[src/rtl/regbus_pkg.sv]
package regbus_pkg;

    localparam int BUS_W = 8;

    typedef logic [BUS_W-1:0] byte_t;

    // Host control lines as seen after synchronization
    typedef struct packed {
        logic ale;
        logic cs_n;
        logic rd_n;
        logic wr_n;
    } strobe_t;

    localparam int STROBE_W = $bits(strobe_t);

    // Idle level of the host lines: address strobe low, active-low strobes high
    localparam strobe_t STROBE_IDLE = '{ale: 1'b0, cs_n: 1'b1, rd_n: 1'b1, wr_n: 1'b1};

    function automatic logic addr_mapped(byte_t a, int unsigned nregs);
        return (32'(a) < nregs);
    endfunction

endpackage

[src/rtl/regbus_sync.sv]
module regbus_sync #(
    parameter int W = 1,
    parameter int STAGES = 2,
    parameter logic [W-1:0] RST_VAL = '0
) (
    input  logic         clk,
    input  logic         rst,
    input  logic [W-1:0] d,
    output logic [W-1:0] q
);

    logic [W-1:0] stg [STAGES];

    generate
        for (genvar i = 0; i < STAGES; i++) begin : g_stage
            if (i == 0) begin : g_first
                always_ff @(posedge clk) begin
                    if (rst) stg[i] <= RST_VAL;
                    else     stg[i] <= d;
                end
            end else begin : g_next
                always_ff @(posedge clk) begin
                    if (rst) stg[i] <= RST_VAL;
                    else     stg[i] <= stg[i-1];
                end
            end
        end
    endgenerate

    assign q = stg[STAGES-1];

endmodule

[src/rtl/regbus_ctrl.sv]
module regbus_ctrl
    import regbus_pkg::*;
#(
    parameter int MIN_WR_CYCLES = 3
) (
    input  logic    clk,
    input  logic    rst,
    input  strobe_t stb,
    input  byte_t   bus_s,
    output byte_t   addr_q,
    output byte_t   wdata_q,
    output logic    wr_commit,
    output logic    rd_active,
    output logic    rd_pulse
);

    localparam int CNT_W = $clog2(MIN_WR_CYCLES + 1);
    localparam logic [CNT_W-1:0] CNT_MAX = CNT_W'(MIN_WR_CYCLES);

    logic             ale_prev;
    logic             wr_prev;
    logic             rd_prev;
    logic             wr_active;
    logic             ale_fall;
    logic [CNT_W-1:0] wr_len;

    assign wr_active = !stb.cs_n && !stb.wr_n;
    assign rd_active = !stb.cs_n && !stb.rd_n;
    assign ale_fall  = ale_prev && !stb.ale;

    always_ff @(posedge clk) begin
        if (rst) begin
            ale_prev <= 1'b0;
            wr_prev  <= 1'b0;
            rd_prev  <= 1'b0;
            addr_q   <= '0;
            wdata_q  <= '0;
            wr_len   <= '0;
        end else begin
            ale_prev <= stb.ale;
            wr_prev  <= wr_active;
            rd_prev  <= rd_active;
            if (ale_fall) addr_q <= bus_s;
            if (wr_active) begin
                wdata_q <= bus_s;
                if (wr_len != CNT_MAX) wr_len <= wr_len + 1'b1;
            end else begin
                wr_len <= '0;
            end
        end
    end

    // End of a write access: either strobe released, pulse long enough
    assign wr_commit = wr_prev && !wr_active && (wr_len == CNT_MAX);
    assign rd_pulse  = rd_active && !rd_prev;

    AST_ADDR_HOLD: assert property (@(posedge clk) disable iff (rst)
        !ale_fall |=> $stable(addr_q)) else $error("address moved without strobe");

    AST_RD_PULSE_SINGLE: assert property (@(posedge clk) disable iff (rst)
        rd_pulse |=> !rd_pulse) else $error("read pulse longer than one cycle");

endmodule

[src/rtl/regbus_regfile.sv]
module regbus_regfile
    import regbus_pkg::*;
#(
    parameter int NUM_REGS = 8
) (
    input  logic  clk,
    input  logic  rst,
    input  logic  we,
    input  byte_t waddr,
    input  byte_t wdata,
    input  byte_t raddr,
    output byte_t rdata
);

    localparam int IDX_W = (NUM_REGS > 1) ? $clog2(NUM_REGS) : 1;

    byte_t                   regs [NUM_REGS];
    logic [NUM_REGS*BUS_W-1:0] regs_flat;
    logic [IDX_W-1:0]        ridx;

    generate
        for (genvar i = 0; i < NUM_REGS; i++) begin : g_reg
            always_ff @(posedge clk) begin
                if (rst) regs[i] <= '0;
                else if (we && (32'(waddr) == i)) regs[i] <= wdata;
            end
            assign regs_flat[i*BUS_W +: BUS_W] = regs[i];
        end
    endgenerate

    assign ridx  = raddr[IDX_W-1:0];
    assign rdata = addr_mapped(raddr, NUM_REGS) ? regs[ridx] : '0;

    AST_UNMAPPED_WR_IGNORED: assert property (@(posedge clk) disable iff (rst)
        (we && !addr_mapped(waddr, NUM_REGS)) |=> $stable(regs_flat)) else $error("unmapped write changed a register");

endmodule

[src/rtl/regbus_slave.sv]
module regbus_slave
    import regbus_pkg::*;
#(
    parameter int NUM_REGS      = 8,
    parameter int MIN_WR_CYCLES = 3,
    parameter int SYNC_STAGES   = 2
) (
    input  logic       clk,
    input  logic       rst,
    input  logic       ale,
    input  logic       cs_n,
    input  logic       rd_n,
    input  logic       wr_n,
    input  logic [7:0] bus_in,
    output logic [7:0] bus_out,
    output logic       bus_oe,
    output logic       rd_pulse,
    output logic [7:0] rd_pulse_addr
);

    localparam int SYNC_W = BUS_W + STROBE_W;
    localparam logic [SYNC_W-1:0] SYNC_RST = {{BUS_W{1'b0}}, STROBE_IDLE};

    strobe_t            stb_raw;
    strobe_t            stb_s;
    byte_t              bus_s;
    logic [SYNC_W-1:0]  sync_q;

    byte_t addr_q;
    byte_t wdata_q;
    byte_t rdata;
    logic  wr_commit;
    logic  rd_active;
    logic  rd_pulse_i;
    byte_t bus_out_q;
    logic  bus_oe_q;

    assign stb_raw = '{ale: ale, cs_n: cs_n, rd_n: rd_n, wr_n: wr_n};

    // Bus value and strobes share one pipeline so they stay aligned
    regbus_sync #(
        .W       (SYNC_W),
        .STAGES  (SYNC_STAGES),
        .RST_VAL (SYNC_RST)
    ) u_sync (
        .clk (clk),
        .rst (rst),
        .d   ({bus_in, stb_raw}),
        .q   (sync_q)
    );

    assign stb_s = strobe_t'(sync_q[STROBE_W-1:0]);
    assign bus_s = sync_q[SYNC_W-1:STROBE_W];

    regbus_ctrl #(
        .MIN_WR_CYCLES (MIN_WR_CYCLES)
    ) u_ctrl (
        .clk       (clk),
        .rst       (rst),
        .stb       (stb_s),
        .bus_s     (bus_s),
        .addr_q    (addr_q),
        .wdata_q   (wdata_q),
        .wr_commit (wr_commit),
        .rd_active (rd_active),
        .rd_pulse  (rd_pulse_i)
    );

    regbus_regfile #(
        .NUM_REGS (NUM_REGS)
    ) u_regs (
        .clk   (clk),
        .rst   (rst),
        .we    (wr_commit),
        .waddr (addr_q),
        .wdata (wdata_q),
        .raddr (addr_q),
        .rdata (rdata)
    );

    // Registered bus turnaround: data is forced to zero whenever not driving
    always_ff @(posedge clk) begin
        if (rst) begin
            bus_oe_q  <= 1'b0;
            bus_out_q <= '0;
        end else begin
            bus_oe_q  <= rd_active;
            bus_out_q <= rd_active ? rdata : '0;
        end
    end

    assign bus_out       = bus_out_q;
    assign bus_oe        = bus_oe_q;
    assign rd_pulse      = rd_pulse_i;
    assign rd_pulse_addr = addr_q;

    AST_QUIET_BUS: assert property (@(posedge clk) disable iff (rst)
        !bus_oe |-> (bus_out == '0)) else $error("data on bus while released");

    AST_PULSE_THEN_DRIVE: assert property (@(posedge clk) disable iff (rst)
        rd_pulse |=> bus_oe) else $error("read pulse without bus drive");

endmodule

[config.mk]
export PLATFORM = sky130hd
export DESIGN_NAME = regbus_slave
export DESIGN_NICKNAME = d
export VERILOG_FILES = /design/src/rtl/regbus_pkg.sv /design/src/rtl/regbus_sync.sv /design/src/rtl/regbus_ctrl.sv /design/src/rtl/regbus_regfile.sv /design/src/rtl/regbus_slave.sv
export SDC_FILE = /design/constraint.sdc
export NUM_CORES = 1
export LEC_CHECK = 0
export ABC_AREA = 1
export BUFFER_PORTS_ARGS = -buffer_cell sky130_fd_sc_hd__buf_2
export CORE_MARGIN = 5
export CORE_UTILIZATION = 40
export CTS_CLUSTER_DIAMETER = 60
export CTS_CLUSTER_SIZE = 16
export DETAILED_ROUTE_END_ITERATION = 16
export MAX_ROUTING_LAYER = met4
export PLACE_DENSITY = 0.54
export SYNTH_ARGS = -nofsm -noshare
export SYNTH_HDL_FRONTEND = slang
export SYNTH_SLANG_ARGS = --single-unit
[constraint.sdc]
create_clock -name clk -period 1.8 [get_ports clk]
set_clock_uncertainty 0.05 [all_clocks]
set_input_delay 0.18 -clock clk [delete_from_list [all_inputs] [get_ports clk]]
set_output_delay 0.18 -clock clk [all_outputs]
set_load 0.05 [all_outputs]
==> out/results.ini <==
[grt]
grt_usage = 0.162
gr-total-overflow = 0
grt_pass1_wl_microns = 16800
grt_pass1_vias = 3331
grt_use_met3 = 0.0540
use_met1 = 0.200
grtUsageMet2 = 0.237
grt_max_degree = 34
antenna_found_initial = 0
grt-busiest-layer = met2

[synthesis]
yosys.area_share.simple = 0.277
ys_warn_count = 0
syn_inst = 496
synth_ff_type = edfxtp_1
yosysSeqAreaShare = 0.632
yosysTopAreaCell = edfxtp_1
synth_compound_gate_area_share = 0.0318
syn-num-nets = 511
synth-seq-cells = 117
synth_cell_type_count = 27
synth_edf_count = 64
synth_xor_area_frac = 0.00186
async_reset_ff_frac = 0
synth_top_family_by_area = simple AND/OR/NAND/NOR gates
synth_area_sq_mm = 0.00472
syn_area_per_cell_sq_um = 9.51
synth_most_common_cell = nand2_1
synth_common_cells = 132 x nand2_1, 107 x nor2_1, 64 x edfxtp_1
synthMuxAreaShare = 0.00212
synth_top_area_share = 0.407
synthAdderAreaFrac = 0.00265
synth_area_leaders = edfxtp_1 41%, dfxtp_1 22%, nand2_1 11%

[final_layout]
drive_above_1_share = 0.201
stdcell_count = 715
final-seq-area_sq_mm = 0.00299
diodes = 0
fillCellCount = 1057
multi_input_area_sq_mm = 0.00150
final_nets = 574
syn2layout_area_growth_pct = 22.3

[route]
drt_first_pass_iters = 4
wl_per_cell_microns = 14.5
vias_per_cell = 4.68
finalWirelength_microns = 10300
drc_errors = 0
dr_total_vias = 3343
drt_iter0_markers = 216
ant_nets = 0

[placement]
gp_congestion = 0.779
placed_cells = 671
dp_hpwl_microns = 7140
portBuffers = 31

[sta]
final_max_slew_viol_count = 0
fin_crit_ns = 1.72
tightest_slew_ns = 0.478
setup_tns_ns = 0
period_share = 0.953
hold_violations = 0
setup_viol = 0
rsz0062_at_grt = no
fmax_ghz = 0.583
max_slew_margin = 0.679

[worst_setup_path]
ff2ff_path_depth = 5
reg2reg_slack_ns = 0.15
critPathCapture = rd_pulse_addr[0]
cp_max_fo = 17
arrival_ns = 1.49
required_ns = 1.57
path_class = flip-flop to output pin
setup.worst_path.start = u_ctrl.addr_q[0]
r2r_start = u_ctrl.wr_len[0]
crit_path_start_kind = flip-flop
endpoint_kind = output pin
r2r-end = u_regs.regs[1][3]

[floorplanning]
coreArea_sq_mm = 0.0115
initial_core_util = 0.411
row_count = 39
ios = 32
fp.dieH_microns = 119
dieArea_sq_mm = 0.0141
die_w_microns = 119

[flow_run]
drv_cap = 0

[clock_network]
h-tree-depth = 4
clockBufferDepth = 2
clock_sinks = 117
cts.clk_slew.worst_paths_ns = 0.05
cts_tree = done
cts-root-buf = clkbuf_16
clk_latency_ns = 0.41
numCtsBuffers = 17
cts_setup_buffers = 0

[power_and_ir_drop]
p_leak_nw = 2.40
vdd_drop_max_v = 0.000736
powerDensity_mw_per_mm2 = 1080

[hold_path]
min_path_type = input port to flip-flop

[outcome]
outcome = completed

-- registers in the layout (all words and copies together), names as in the netlist --
| name | flops |
|---|---|
| bus_out | 8 |
| u_regs.regs | 64 |
| u_ctrl.wdata_q | 8 |
| u_ctrl.addr_q | 8 |
| u_ctrl.rd_prev | 1 |
| u_ctrl.wr_prev | 1 |
| u_ctrl.wr_len | 2 |
| u_ctrl.ale_prev | 1 |
| u_sync.stg | 24 |
-- worst max-delay path, cell delays in order, from the launching register on --
cell     delay (ns)
dfxtp_2        0.49
buf_4          0.28
buf_2          0.30
-- where the power goes --
group	switching [mW]	internal, mW
combinational	0.188	0.0989
clock	1.11	1.89
sequential	0.0319	2.90
-- worst min-delay path by stage --
stage,start,to,slack (ns),cells past startpoint
floorplan,wr_n,u_sync.stg[0][0],0.23,1
global placement,rd_n,u_sync.stg[0][1],0.31,2
detailed placement,rd_n,u_sync.stg[0][1],0.31,2
CTS,rst,u_ctrl.wr_prev,0.17,3
global route,rst,u_sync.stg[0][5],0.19,3
finish,rst,u_sync.stg[1][4],0.17,3
-- per-layer routing --
layer | share of wire | wire [microns]
met3 | 0.067 | 688
met5 | 0 | 0
met1 | 0.45 | 4610
met4 | 0.027 | 284
met2 | 0.46 | 4750
-- cell usage in the layout (no fill, tap or decap), drive strengths merged --
cell type    netlist  routed
inv               34      35
dlygate4sd3        0      12
o21ai             16      16
or2                6       6
mux2i              1       1
ha                 1       1
dfxtp             53      53
xor2               1       1
edfxtp            64      64
clkinv             8      16
nand3             26      26
buf                8      47
nor3               3       3
nand2            134     134
clkbuf             7      23
nor2             119     119
nand4              1       1
a21oi             14      14
-- final cells by class --
type	instances	area share
inverters	42	0.0273
multi-input cells	322	0.259
repair buffers	59	0.0707
well taps	143	0.0310
flip-flops and latches	117	0.518
clock inverters	9	0.00868
clock buffers	23	0.0848
-- through the flow --
stage               instance area [sq um]  setup WS [ns]  hold slack [ns]  total power [mW]   util
floorplan                            4730         0.0127            0.234              3.16      -
global placement                     5100          0.169            0.312              3.25  0.445
detailed placement                   5100          0.135            0.315              3.25  0.445
CTS                                  5760         0.0503            0.170              6.29  0.503
global route                         5770        0.00983            0.186              6.47  0.503
finish                               5770         0.0844            0.173              6.21  0.503
-- logic make-up after synthesis --
group | Yosys count
and+or+nand+nor | 289
muxes | 1
DFF | 117
buffers and inverters | 57
adders and majority gates | 1
xor gates and xnor gates | 1
AOI/OAI and AO/OA | 30
-- repair_timing --
action / 4_1_cts / 5_1_grt
gates resized for setup: 0 / 1
hold buffers: 12 / 0
setup endpoints to repair: 0 / 2
endpoints found under the hold margin: 12 / 0
(Power assumes the default switching activity.)
